==> src/rtl/cs_pkg.sv <==
package cs_pkg;
  localparam int FS_CTR_W = 4;
  localparam int FS_CTR_MAX = (1 << FS_CTR_W) - 1;
  typedef logic [FS_CTR_W-1:0] fs_score_t;
endpackage

==> src/rtl/cs_order_fifo.sv <==
module cs_order_fifo #(
  parameter int DEPTH = 4,
  parameter int W = 2
) (
  input  logic         clk,
  input  logic         rst_n,
  input  logic         push_en,
  input  logic [W-1:0] push_data,
  input  logic         pop_en,
  output logic [W-1:0] head,
  output logic         empty
);
  localparam int PTR_W = (DEPTH > 1) ? $clog2(DEPTH) : 1;
  localparam int CNT_W = $clog2(DEPTH + 1);

  logic [W-1:0]     mem [DEPTH];
  logic [PTR_W-1:0] wr_ptr, rd_ptr;
  logic [CNT_W-1:0] count;

  assign head  = mem[rd_ptr];
  assign empty = (count == '0);

  function automatic logic [PTR_W-1:0] bump(input logic [PTR_W-1:0] p);
    return (p == PTR_W'(DEPTH - 1)) ? '0 : p + 1'b1;
  endfunction

  always_ff @(posedge clk) begin
    if (!rst_n) begin
      wr_ptr <= '0;
      rd_ptr <= '0;
      count  <= '0;
    end else begin
      if (push_en) begin
        mem[wr_ptr] <= push_data;
        wr_ptr <= bump(wr_ptr);
      end
      if (pop_en) rd_ptr <= bump(rd_ptr);
      case ({push_en, pop_en})
        2'b10:   count <= count + 1'b1;
        2'b01:   count <= count - 1'b1;
        default: count <= count;
      endcase
    end
  end


  no_overflow_chk: assert property (@(posedge clk) disable iff (!rst_n)
    (push_en && !pop_en) |-> (count < CNT_W'(DEPTH)));


  no_underflow_chk: assert property (@(posedge clk) disable iff (!rst_n)
    pop_en |-> !empty);
endmodule

==> src/rtl/cs_fs_scores.sv <==
module cs_fs_scores
  import cs_pkg::*;
#(
  parameter int LOCK_W = 4,
  parameter int FS_LIMIT = 8
) (
  input  logic              clk,
  input  logic              rst_n,
  input  logic              upd_en,
  input  logic [LOCK_W-1:0] upd_lock,
  input  logic              upd_up,
  input  logic [LOCK_W-1:0] q_lock,
  output logic              q_disabled
);
  localparam int NUM_LOCKS = 1 << LOCK_W;

  fs_score_t score [NUM_LOCKS];

  for (genvar g = 0; g < NUM_LOCKS; g++) begin : g_score
    always_ff @(posedge clk) begin
      if (!rst_n) begin
        score[g] <= '0;
      end else if (upd_en && upd_lock == LOCK_W'(g)) begin
        if (upd_up) begin
          if (score[g] != fs_score_t'(FS_CTR_MAX)) score[g] <= score[g] + 1'b1;
        end else if (score[g] != '0) begin
          score[g] <= score[g] - 1'b1;
        end
      end
    end
  end

  assign q_disabled = (int'(score[q_lock]) >= FS_LIMIT);


  sat_high_chk: assert property (@(posedge clk) disable iff (!rst_n)
    (upd_en && upd_up && score[upd_lock] == fs_score_t'(FS_CTR_MAX))
      |=> (score[$past(upd_lock)] == fs_score_t'(FS_CTR_MAX)));


  sat_low_chk: assert property (@(posedge clk) disable iff (!rst_n)
    (upd_en && !upd_up && score[upd_lock] == '0)
      |=> (score[$past(upd_lock)] == '0));
endmodule

==> src/rtl/cs_request_queue.sv <==
module cs_request_queue
  import cs_pkg::*;
#(
  parameter int NUM_CORES = 4,
  parameter int LOCK_W = 4,
  parameter int PC_W = 16,
  parameter int SP_W = 16,
  parameter int FS_LIMIT = 8,
  parameter int CORE_W = (NUM_CORES > 1) ? $clog2(NUM_CORES) : 1
) (
  input  logic              clk,
  input  logic              rst_n,
  input  logic              req_valid,
  output logic              req_ready,
  output logic              req_local,
  input  logic [LOCK_W-1:0] req_lock,
  input  logic [PC_W-1:0]   req_pc,
  input  logic [SP_W-1:0]   req_sp,
  input  logic [CORE_W-1:0] req_core,
  output logic              disp_valid,
  input  logic              disp_ready,
  output logic [LOCK_W-1:0] disp_lock,
  output logic [PC_W-1:0]   disp_pc,
  output logic [SP_W-1:0]   disp_sp,
  output logic [CORE_W-1:0] disp_core,
  input  logic              cmpl_valid,
  output logic              cmpl_ready,
  output logic              done_valid,
  input  logic              done_ready,
  output logic [CORE_W-1:0] done_core
);
  logic [LOCK_W-1:0] slot_lock [NUM_CORES];
  logic [PC_W-1:0]   slot_pc   [NUM_CORES];
  logic [SP_W-1:0]   slot_sp   [NUM_CORES];
  logic [NUM_CORES-1:0] occupied;
  logic [NUM_CORES-1:0] slot_flag;

  logic              busy;
  logic [CORE_W-1:0] cur_core;
  logic [CORE_W-1:0] head_core;
  logic              fifo_empty;
  logic              other_lock_present;
  logic              accept, dispatch, complete;

  // A call has to wait behind other work if any occupied slot holds a different lock.
  always_comb begin
    other_lock_present = 1'b0;
    for (int c = 0; c < NUM_CORES; c++)
      if (occupied[c] && slot_lock[c] != req_lock) other_lock_present = 1'b1;
  end

  assign req_ready = !occupied[req_core];
  assign accept    = req_valid && req_ready && !req_local;

  assign disp_valid = !fifo_empty && !busy;
  assign disp_core  = head_core;
  assign disp_lock  = slot_lock[head_core];
  assign disp_pc    = slot_pc[head_core];
  assign disp_sp    = slot_sp[head_core];
  assign dispatch   = disp_valid && disp_ready;

  assign done_valid = cmpl_valid && busy;
  assign cmpl_ready = done_ready && busy;
  assign done_core  = cur_core;
  assign complete   = cmpl_valid && cmpl_ready;

  cs_order_fifo #(.DEPTH(NUM_CORES), .W(CORE_W)) u_order (
    .clk       (clk),
    .rst_n     (rst_n),
    .push_en   (accept),
    .push_data (req_core),
    .pop_en    (dispatch),
    .head      (head_core),
    .empty     (fifo_empty)
  );

  cs_fs_scores #(.LOCK_W(LOCK_W), .FS_LIMIT(FS_LIMIT)) u_scores (
    .clk        (clk),
    .rst_n      (rst_n),
    .upd_en     (dispatch),
    .upd_lock   (disp_lock),
    .upd_up     (slot_flag[head_core]),
    .q_lock     (req_lock),
    .q_disabled (req_local)
  );

  always_ff @(posedge clk) begin
    if (accept) begin
      slot_lock[req_core] <= req_lock;
      slot_pc[req_core]   <= req_pc;
      slot_sp[req_core]   <= req_sp;
    end
  end

  always_ff @(posedge clk) begin
    if (!rst_n) begin
      occupied  <= '0;
      slot_flag <= '0;
      busy      <= 1'b0;
      cur_core  <= '0;
    end else begin
      for (int c = 0; c < NUM_CORES; c++) begin
        if (accept && req_core == CORE_W'(c)) begin
          occupied[c]  <= 1'b1;
          slot_flag[c] <= other_lock_present;
        end else if (complete && cur_core == CORE_W'(c)) begin
          occupied[c] <= 1'b0;
        end
      end
      if (dispatch) begin
        busy     <= 1'b1;
        cur_core <= head_core;
      end else if (complete) begin
        busy <= 1'b0;
      end
    end
  end


  slot_claim_chk: assert property (@(posedge clk) disable iff (!rst_n)
    accept |=> occupied[$past(req_core)]);


  disp_hold_chk: assert property (@(posedge clk) disable iff (!rst_n)
    (disp_valid && !disp_ready) |=> (disp_valid && $stable(disp_core) && $stable(disp_lock)));


  single_flight_chk: assert property (@(posedge clk) disable iff (!rst_n)
    dispatch |=> !disp_valid);


  done_route_chk: assert property (@(posedge clk) disable iff (!rst_n)
    dispatch |=> (done_core == $past(disp_core)));


  local_skip_chk: assert property (@(posedge clk) disable iff (!rst_n)
    (req_valid && req_local) |-> !accept);
endmodule

==> config.mk <==
export PLATFORM = sky130hd
export DESIGN_NAME = cs_request_queue
export DESIGN_NICKNAME = d
export VERILOG_FILES = /design/src/rtl/cs_pkg.sv /design/src/rtl/cs_order_fifo.sv /design/src/rtl/cs_fs_scores.sv /design/src/rtl/cs_request_queue.sv
export SDC_FILE = /design/constraint.sdc
export NUM_CORES = 1
export LEC_CHECK = 0
export ABC_AREA = 1
export BUFFER_PORTS_ARGS = -buffer_cell sky130_fd_sc_hd__buf_2
export CELL_PAD_IN_SITES_DETAIL_PLACEMENT = 1
export CELL_PAD_IN_SITES_GLOBAL_PLACEMENT = 2
export CORE_MARGIN = 2
export CORE_UTILIZATION = 40
export CTS_BUF_LIST = sky130_fd_sc_hd__clkbuf_2 sky130_fd_sc_hd__clkbuf_4 sky130_fd_sc_hd__clkbuf_8
export DETAILED_ROUTE_END_ITERATION = 12
export PLACE_DENSITY_LB_ADDON = 0.08
export SKIP_LAST_GASP = 1
export SLEW_MARGIN = 5
export SYNTH_ARGS = -nofsm -noshare
export SYNTH_HDL_FRONTEND = slang
export SYNTH_SLANG_ARGS = --single-unit
export TNS_END_PERCENT = 100
==> constraint.sdc <==
create_clock -name clk -period 6.78 [get_ports clk]
set_input_delay 0.339 -clock clk [delete_from_list [all_inputs] [get_ports clk]]
set_output_delay 0.339 -clock clk [all_outputs]
set_load 0.02 [all_outputs]
==> key figures, run 1 <==
Power
  – Pwr Density: 304 nW/um^2
  – Maximum VDD drop: 0.191 mV
  – Leakage: 5.98 nW
  – PnR Total Power: 4.40 mW

STA
  – Max-Slew Margin vs Limit: 0.472
  – Min cycle time layout: 4120 ps
  – Skew final: 22.3 ps
  – Slew of the pin with the lowest slew margin: 791 ps
  – Final setup vio count: 0
  – Total negative slack: 0 ps
  – Hold Vio Cnt, Final: 0
  – Final Max Tran Viols: 0
  – Fin crit share: 0.607
  – Max Freq: 0.243 GHz
  – Unrepaired setup endpoints after global routing: no

Die
  – Total core area: 30700 um^2
  – Row count: 64
  – Full die area: 32800 um^2
  – Die W: 181 um
  – Ports: 89
  – Initial core utilization: 0.408
  – Die Height: 181 um

Route
  – WL final: 32500 um
  – Initial DRC Count: 489
  – Via/cell ratio: 5.21
  – Avg WL per Cell: 17.9 um
  – Antenna Nets Post-Route: 0
  – DRC Markers: 0
  – TritonRoute pass-1 iters: 4
  – Via count: 9450

Worst hold path
  – Worst Hold Class: input port to flip-flop

Layout
  – Share of cells above drive strength 1: 0.152
  – Most frequent cells in the layout: 216 x edfxtp_1, 173 x nand2_1, 163 x nor2_1, 137 x inv_1, 128 x nand3_1
  – Filler cells: 3487
  – NumNets Final: 1474
  – Most common cell after layout, fill and taps aside: edfxtp_1
  – Area delta synth->final: 15.4%

Synthesis
  – Synthesis-stage register bit count: 236
  – Syn avg cell area: 9.94 um^2
  – Asr flop ratio synth: 0
  – Sequential cell area fraction in the yosys report: 0.549
  – Post-synthesis instance area: 12500 um^2
  – Synth Net Count: 1345
  – Primary FF master, synth: edfxtp_1
  – Number of synthesized flops with an enable pin: 216
  – Synth warnings: 0
  – Synth cell types: 42
  – Cells after synthesis: 1261

Worst setup path
  – Worst-path cell chain: inv_1 -> nand3_1 -> nand2_1 -> inv_2 -> buf_4 -> nand3_1 -> nand2_2 -> nand2_2 -> nor2_4 -> nand2_1 -> inv_1 -> nand2_1 -> inv_1 -> ha_1 -> a21oi_1 -> nand2_1 -> xnor2_1 -> o21bai_1 -> nand2_1 -> inv_1
  – Max FO, Critical Path: 62
  – Critical path class: flip-flop to flip-flop
  – Critical path's slowest cell: buf_4
  – Worst path most repeated cell: nand2_1
  – Flop2flop setup slack: 2660 ps
  – Worst endpoint data arrival time: 4460 ps
  – Critical path launch point type: flip-flop
  – Endpoint class of the critical path: flip-flop
  – Slowest stage delay, CP: 570 ps
  – Critical path data required time: 7120 ps

CTS
  – Post-CTS Resized: 0
  – TritonCTS clock tree: done
  – Clock tree buffer depth: 3
  – CTS Buf Count: 45
  – Root Buffer: clkbuf_8
  – Clock transition at path regs: 60 ps
  – Worst skew pair latency: 590 ps
  – H-tree depth reported by CTS: 2
  – Clk sink count: 236

Placement
  – Port Buffer Count: 88
  – Hpwl dp: 21900 um
  – Routability Congestion: 0.761

Global route
  – GRT overflow: 0
  – Initial antenna violation count: 1
  – Largest net degree at the start of global routing: 63
  – First-pass GRT wire length: 52700 um
  – Number of global-route vias before repair: 9956
  – All-Layer GR Usage: 0.202

Run status
  – Status: finished, final reports clean

Flow run
  – MaxCap Viol Count: 0
==> logic make-up (layout without fill, tap and decap cells) <==
kind of cell,Yosys count,in the layout,synth area share
AO/OA/AOI/OAI,164,164,0.0788
adder cells (fa/ha/maj),40,40,0.0411
multiplexers,2,2,0.00160
AND/OR/NAND/NOR,557,557,0.216
XOR/XNOR,72,72,0.0503
buffers and inverters,190,347,0.0628
other,0,1,0
flip-flops,236,236,0.549
==> flip-flops by register name (all words and copies together), names as in the netlist, named ones only <==
| name | count |
|---|---|
| slot_flag | 4 |
| slot_sp | 64 |
| done_core | 2 |
| u_order.mem | 8 |
| u_order.wr_ptr | 2 |
| u_order.count | 3 |
| slot_pc | 64 |
| u_scores.score | 64 |
| busy | 1 |
| slot_lock | 16 |
| u_order.rd_ptr | 2 |
| occupied | 4 |
==> Yosys cell counts (all sizes together), types with 2 or more instances <==
master  number  area (um^2)
nand3      134          723
edfxtp     216         6490
inv        144          541
xnor2        9         78.8
a31oi        2         12.5
fa           2         40.0
a21oi       37          185
xor2        63          552
ha          38          475
clkbuf      20         75.1
o32ai       32          280
nand4       40          299
o31ai        7         52.6
nor3         3         15.0
o21ai       77          385
buf         26          171
nand2      188          768
nand3b      11         82.6
dfxtp       20          400
o211ai       5         37.5
mux2i        2         20.0
nor2       179          806
==> repair_timing <==
item	in CTS	in global routing
endpoints found under the hold margin	128	0
setup endpoints to repair	0	0
hold buffers	32	0
buffers inserted	0	0
==> final timing paths <==
kind,from,to,cells after the start
setup / recovery,flip-flop,u_scores.score[8][3],20
hold / removal,req_core[1],u_order.mem[3][1],1
setup reg to reg,flip-flop,u_scores.score[8][3],20
hold reg to reg,slot_flag[1],slot_flag[1],2
==> through the flow <==
stage          hold WS, ps  worst slack (ps)  instance area [um^2]   util  std cells
2_1_floorplan          438              4110                 12500      -       1261
5_1_grt               79.2              2160                 14500  0.470       1814
6_report              88.5              2660                 14500  0.471       1815
4_1_cts               51.4              2610                 14500  0.470       1814
3_5_place_dp           468              2620                 13300  0.432       1707
3_3_place_gp           461              2720                 13300  0.432       1707
==> critical path: cells and delay by family, from the launching register on <==
family                     cells  cell delay, ps
DFF                            1             390
AOI/OAI and AO/OA              2             290
xor gates and xnor gates       1             130
and+or+nand+nor               10            1550
adders and majority gates      1             260
buffers and inverters          6            1230
==> final cells by class <==
type | count | area [um^2] | share of cell area
Timing Repair Buffer | 128 | 821 | 0.0567
Tap cell | 396 | 495 | 0.0342
Inverter | 144 | 541 | 0.0374
Antenna cell | 1 | 2.50 | 0.000173
Clock buffer | 68 | 798 | 0.0552
Clock inverter | 7 | 63.8 | 0.00441
Sequential cell | 236 | 6890 | 0.476
Multi-Input combinational cell | 835 | 4860 | 0.336
==> where the power goes <==
group	internal [mW]	total (mW)	switching, mW	leakage (nW)
clock	0.751	1.36	0.608	0.459
combinational	0.360	1.32	0.960	3.32
sequential	1.67	1.72	0.0530	2.21
==> metal layers <==
metal,share of wire,routed length (um),global-route usage
met5,0,0,0
met2,0.48,15500,0.335
met4,0.021,682,0.0602
met1,0.46,15100,0.272
met3,0.039,1260,0.0347
(Power assumes the default switching activity.)
==> run 2, diff against run 1 <==
- clock period: 6.78 -> 3.9 ns (I/O delays scaled with it)
==> run 2 against run 1 <==
- die area did not move
- setup slack worse by 2200 ps
- via count increased by 0.44%
- clock-buffer cell count down 6
- sequential power up 74%
- largest power group unchanged
- cell area grew 0.85%
==> key figures, run 2 (synthesis results as in run 1) <==
Run status
  – Status: finished, final reports clean

Die
  – Initial core utilization: 0.408
  – Row count: 64
  – Ports: 89
  – Total core area: 30700 um^2
  – Die Height: 181 um
  – Die W: 181 um
  – Full die area: 32800 um^2

Worst setup path
  – Worst endpoint data arrival time: 3210 ps
  – Slowest stage delay, CP: 460 ps
  – Max FO, Critical Path: 65
  – Worst-path cell chain: inv_2 -> nand2_1 -> nand3_4 -> nand2_4 -> buf_6 -> clkinv_1 -> buf_4 -> o21ai_0 -> o32ai_1 -> buf_2
  – Endpoint class of the critical path: output port
  – Critical path data required time: 3700 ps
  – Critical path launch point type: flip-flop
  – Critical path class: flip-flop to output port
  – Critical path's slowest cell: buf_6

Placement
  – Dpl ws: 810 ps
  – Hpwl dp: 21900 um
  – Routability Congestion: 0.772
  – Placed Cells: 1713
  – Port Buffer Count: 88
  – Post-placement cell area: 13300 um^2

Layout
  – Final Instance Count excl. Fillers: 1827
  – Storage cell area: 6890 um^2
  – Most frequent cells in the layout: 216 x edfxtp_1, 173 x nand2_1, 163 x nor2_1, 137 x inv_1, 128 x nand3_1
  – Area of the multi-input gates: 4860 um^2
  – Area delta synth->final: 16.4%
  – Top flop regs: slot_pc x64, slot_sp x64, u_scores.score x64
  – NumNets Final: 1484
  – Share of cells above drive strength 1: 0.157
  – Most common cell after layout, fill and taps aside: edfxtp_1
  – Post-route core utilization: 0.474
  – Filler cells: 3521
  – N_diodes: 0
  – Fin area: 14600 um^2

Global route
  – First-pass GRT wire length: 52400 um
  – Number of global-route vias before repair: 9929
  – Initial antenna violation count: 1
  – All-Layer GR Usage: 0.201
  – Largest net degree at the start of global routing: 67
  – GRT overflow: 0

Route
  – TritonRoute pass-1 iters: 4
  – WL final: 32300 um
  – Via count: 9492
  – Via/cell ratio: 5.20
  – Avg WL per Cell: 17.7 um
  – Antenna Nets Post-Route: 0
  – DRC Markers: 0
  – Initial DRC Count: 424

Power
  – Clock Power Share: 0.316
  – Sw frac: 0.367
  – Switch Pwr: 2.83 mW
  – Pwr Density: 528 nW/um^2
  – Flop pwr share: 0.387
  – PnR Total Power: 7.71 mW
  – Leakage: 6.04 nW
  – Logic pwr share: 0.297
  – P_int: 4.88 mW
  – Maximum VDD drop: 0.318 mV

Worst hold path
  – Origin of the worst min-delay path: rst_n
  – Worst Hold Class: input port to flip-flop

STA
  – Max-Slew Margin vs Limit: 0.549
  – Slew of the pin with the lowest slew margin: 676 ps
  – Max Freq: 0.294 GHz
  – Final Max Tran Viols: 0
  – Skew final: 30.8 ps
  – Final setup vio count: 0
  – Total negative slack: 0 ps
  – Unrepaired setup endpoints after global routing: no
  – Min cycle time layout: 3400 ps
  – Hold Vio Cnt, Final: 0
  – Fin crit share: 0.873
  – WHS: 39.8 ps
  – Worst setup margin: 495 ps

Flow run
  – MaxCap Viol Count: 0

CTS
  – TritonCTS clock tree: done
  – CTS Buf Count: 44
  – Clock transition at path regs: 50 ps
  – Clk sink count: 236
  – Clock tree buffer depth: 3
  – H-tree depth reported by CTS: 2
  – Worst skew pair latency: 570 ps
  – Root Buffer: clkbuf_8
## run 2: power by group through the flow
stage | clock network, mW | registers (mW) | logic [mW]
finish | 2.43 | 2.99 | 2.29
global route | 2.62 | 3.00 | 2.53
CTS | 2.52 | 2.99 | 2.33
detailed placement | 0 | 3.04 | 2.29
global placement | 0 | 3.03 | 2.26
floorplan | 0 | 3.02 | 1.64
## run 2: final cells by class
type                            count  share of cell area
Tap cell                          396              0.0340
Inverter                          144              0.0370
Timing Repair Buffer              139              0.0630
Clock buffer                       62              0.0525
Clock inverter                     15             0.00840
Multi-Input combinational cell    835               0.333
Sequential cell                   236               0.472
## run 2: final timing paths
path / to / slack, ps / cells past startpoint
min: u_scores.score[14][2] / 40 / 3
max reg2reg: u_scores.score[8][3] / 780 / 19
max: disp_pc[8] / 500 / 10
min reg2reg: u_order.count[2] / 470 / 2
## run 2: critical path: cells and delay by family, from the launching register on
kind            cells  cell delay [ps]
flops               1              410
compound gates      2              380
buf+inv             5             1220
simple gates        3              570
## run 2: what timing repair did
item | 4_1_cts | 5_1_grt
buffers inserted | 0 | 0
endpoints found under the setup margin | 0 | 2
endpoints found under the hold margin | 145 | 0
hold buffers | 37 | 0
gates resized for setup | 0 | 1
## run 2: layer usage
layer | share of wire | global-route usage
met1 | 0.46 | 0.263
met2 | 0.49 | 0.344
met3 | 0.038 | 0.0369
met4 | 0.020 | 0.0530
met5 | 0.00040 | 0
==> run 3, diff against run 2 <==
- BUFFER_PORTS_ARGS: -buffer_cell sky130_fd_sc_hd__buf_2 -> -buffer_cell sky130_fd_sc_hd__buf_4
==> run 3 against run 2 <==
- cell area up 0.99%
- largest power group unchanged
- critical path depth unchanged
- combinational power up 7%
- clock-buffer cell count decreased by 5
- clock skew is essentially flat
- register-to-register slack got worse by 30 ps
==> key figures, run 3 (synthesis results as in run 1) <==
STA
  – Unrepaired setup endpoints after global routing: no
  – Max-Slew Margin vs Limit: 0.559
  – Max Freq: 0.297 GHz
  – Skew final: 30.9 ps
  – Min cycle time layout: 3370 ps
  – Total negative slack: 0 ps
  – Fin crit share: 0.865
  – Hold Vio Cnt, Final: 0
  – WHS: 25.7 ps
  – Final Max Tran Viols: 0
  – Final setup vio count: 0
  – Slew of the pin with the lowest slew margin: 662 ps

Die
  – Die W: 181 um
  – Total core area: 30700 um^2
  – Full die area: 32800 um^2
  – Row count: 64
  – Ports: 89
  – Die Height: 181 um
  – Initial core utilization: 0.408

CTS
  – Clk sink count: 236
  – Clock transition at path regs: 60 ps
  – Post-CTS Setup Inserts: 0
  – H-tree depth reported by CTS: 2
  – Clock tree buffer depth: 3
  – Worst skew pair latency: 570 ps
  – Root Buffer: clkbuf_8
  – TritonCTS clock tree: done
  – CTS Buf Count: 44

Worst setup path
  – Slowest stage delay, CP: 460 ps
  – Worst r2r dst: u_scores.score[8][3]
  – Worst path most repeated cell: buf_4
  – Critical path launch point type: flip-flop
  – Critical path data required time: 3700 ps
  – Critical path's slowest cell: buf_6
  – Max FO, Critical Path: 66
  – Flop2flop setup slack: 750 ps
  – Worst endpoint data arrival time: 3180 ps
  – Endpoint class of the critical path: output port
  – Worst-path cell chain: inv_2 -> nand2_1 -> nand3_4 -> nand2_4 -> buf_6 -> clkinv_1 -> buf_4 -> o21ai_0 -> o32ai_1 -> buf_4
  – Critical path class: flip-flop to output port
  – Worst Reg-to-Reg Cells: 20

Layout
  – Most frequent cells in the layout: 216 x edfxtp_1, 173 x nand2_1, 163 x nor2_1, 137 x inv_1, 128 x nand3_1
  – Filler cells: 3498
  – N_diodes: 0
  – Most common cell after layout, fill and taps aside: edfxtp_1
  – Top flop regs: slot_pc x64, slot_sp x64, u_scores.score x64
  – NumNets Final: 1484
  – Area delta synth->final: 17.6%
  – Share of cells above drive strength 1: 0.148

Worst hold path
  – Origin of the worst min-delay path: rst_n
  – Worst Hold Class: input port to flip-flop
  – Hold-critical path endpoint: done_core[1]
  – Hold Path Depth: 3

Global route
  – First-pass GRT wire length: 52300 um
  – Largest net degree at the start of global routing: 67
  – Number of global-route vias before repair: 9938
  – GRT overflow: 0
  – All-Layer GR Usage: 0.201
  – Initial antenna violation count: 0

Route
  – Initial DRC Count: 424
  – TritonRoute pass-1 iters: 5
  – Via count: 9439
  – DRC Markers: 0
  – Via/cell ratio: 5.17
  – Avg WL per Cell: 17.7 um
  – WL final: 32300 um
  – Antenna Nets Post-Route: 0

Power
  – Leakage: 6.08 nW
  – Maximum VDD drop: 0.311 mV
  – Pwr Density: 521 nW/um^2

Run status
  – Status: finished, final reports clean

Placement
  – Routability Congestion: 0.790
  – Hpwl dp: 21700 um
  – Port Buffer Count: 88

Flow run
  – MaxCap Viol Count: 0
[run 3: power breakdown]
group          total (mW)  switching [mW]  internal, mW
clock network        2.25            1.06          1.19
registers            2.98          0.0906          2.89
logic                2.44            1.67         0.774
total                7.67            2.82          4.85
[run 3: worst max-delay path, delay by kind of cell (launching register included)]
family                 cells  cell delay (ps)
AO/OA/AOI/OAI              2              380
buffers and inverters      5             1210
flip-flops                 1              390
AND/OR/NAND/NOR            3              560
[run 3: worst max-delay path by stage]
stage                           from              endpoint  cells past startpoint
detailed placement         flip-flop  u_scores.score[8][3]                     19
global route               flip-flop           disp_pc[10]                     10
global placement           flip-flop  u_scores.score[8][3]                     19
floorplan           u_order.count[1]  u_scores.score[8][3]                     18
CTS                        flip-flop           disp_pc[10]                     10
finish                     flip-flop           disp_pc[10]                     10
[run 3: timing repair]
item                                    4_1_cts  5_1_grt
gates resized for setup                       0        1
hold buffers                                 38        0
endpoints found under the setup margin        0        1
hold endpoints to repair                    149        0
[run 3: through the flow]
stage               setup slack, ps  instances   util  total power, mW  cell area [um^2]
global route                    199       1826  0.479             8.12             14700
finish                          528       1826  0.479             7.67             14700
global placement                822       1712  0.440             5.45             13500
detailed placement              785       1712  0.440             5.48             13500
CTS                             258       1826  0.479             7.79             14700
floorplan                      1230       1261      -             4.65             12500
[run 3: final cells by class]
| cell class | instances | area, um^2 | share of cell area |
|---|---|---|---|
| Clock buffer | 57 | 703 | 0.0477 |
| Clock inverter | 19 | 106 | 0.00722 |
| Inverter | 144 | 541 | 0.0367 |
| Multi-Input combinational cell | 835 | 4860 | 0.330 |
| Sequential cell | 236 | 6890 | 0.467 |
| Tap cell | 396 | 495 | 0.0336 |
| Timing Repair Buffer | 139 | 1140 | 0.0775 |
[run 3: routing by layer]
layer | GRT usage | vias up | wire [um]
met5 | 0 | - | 0
met2 | 0.345 | 142 | 15600
met3 | 0.0351 | 53 | 1120
met4 | 0.0546 | 0 | 656
met1 | 0.262 | 4606 | 14800
li1 | - | 4638 | -
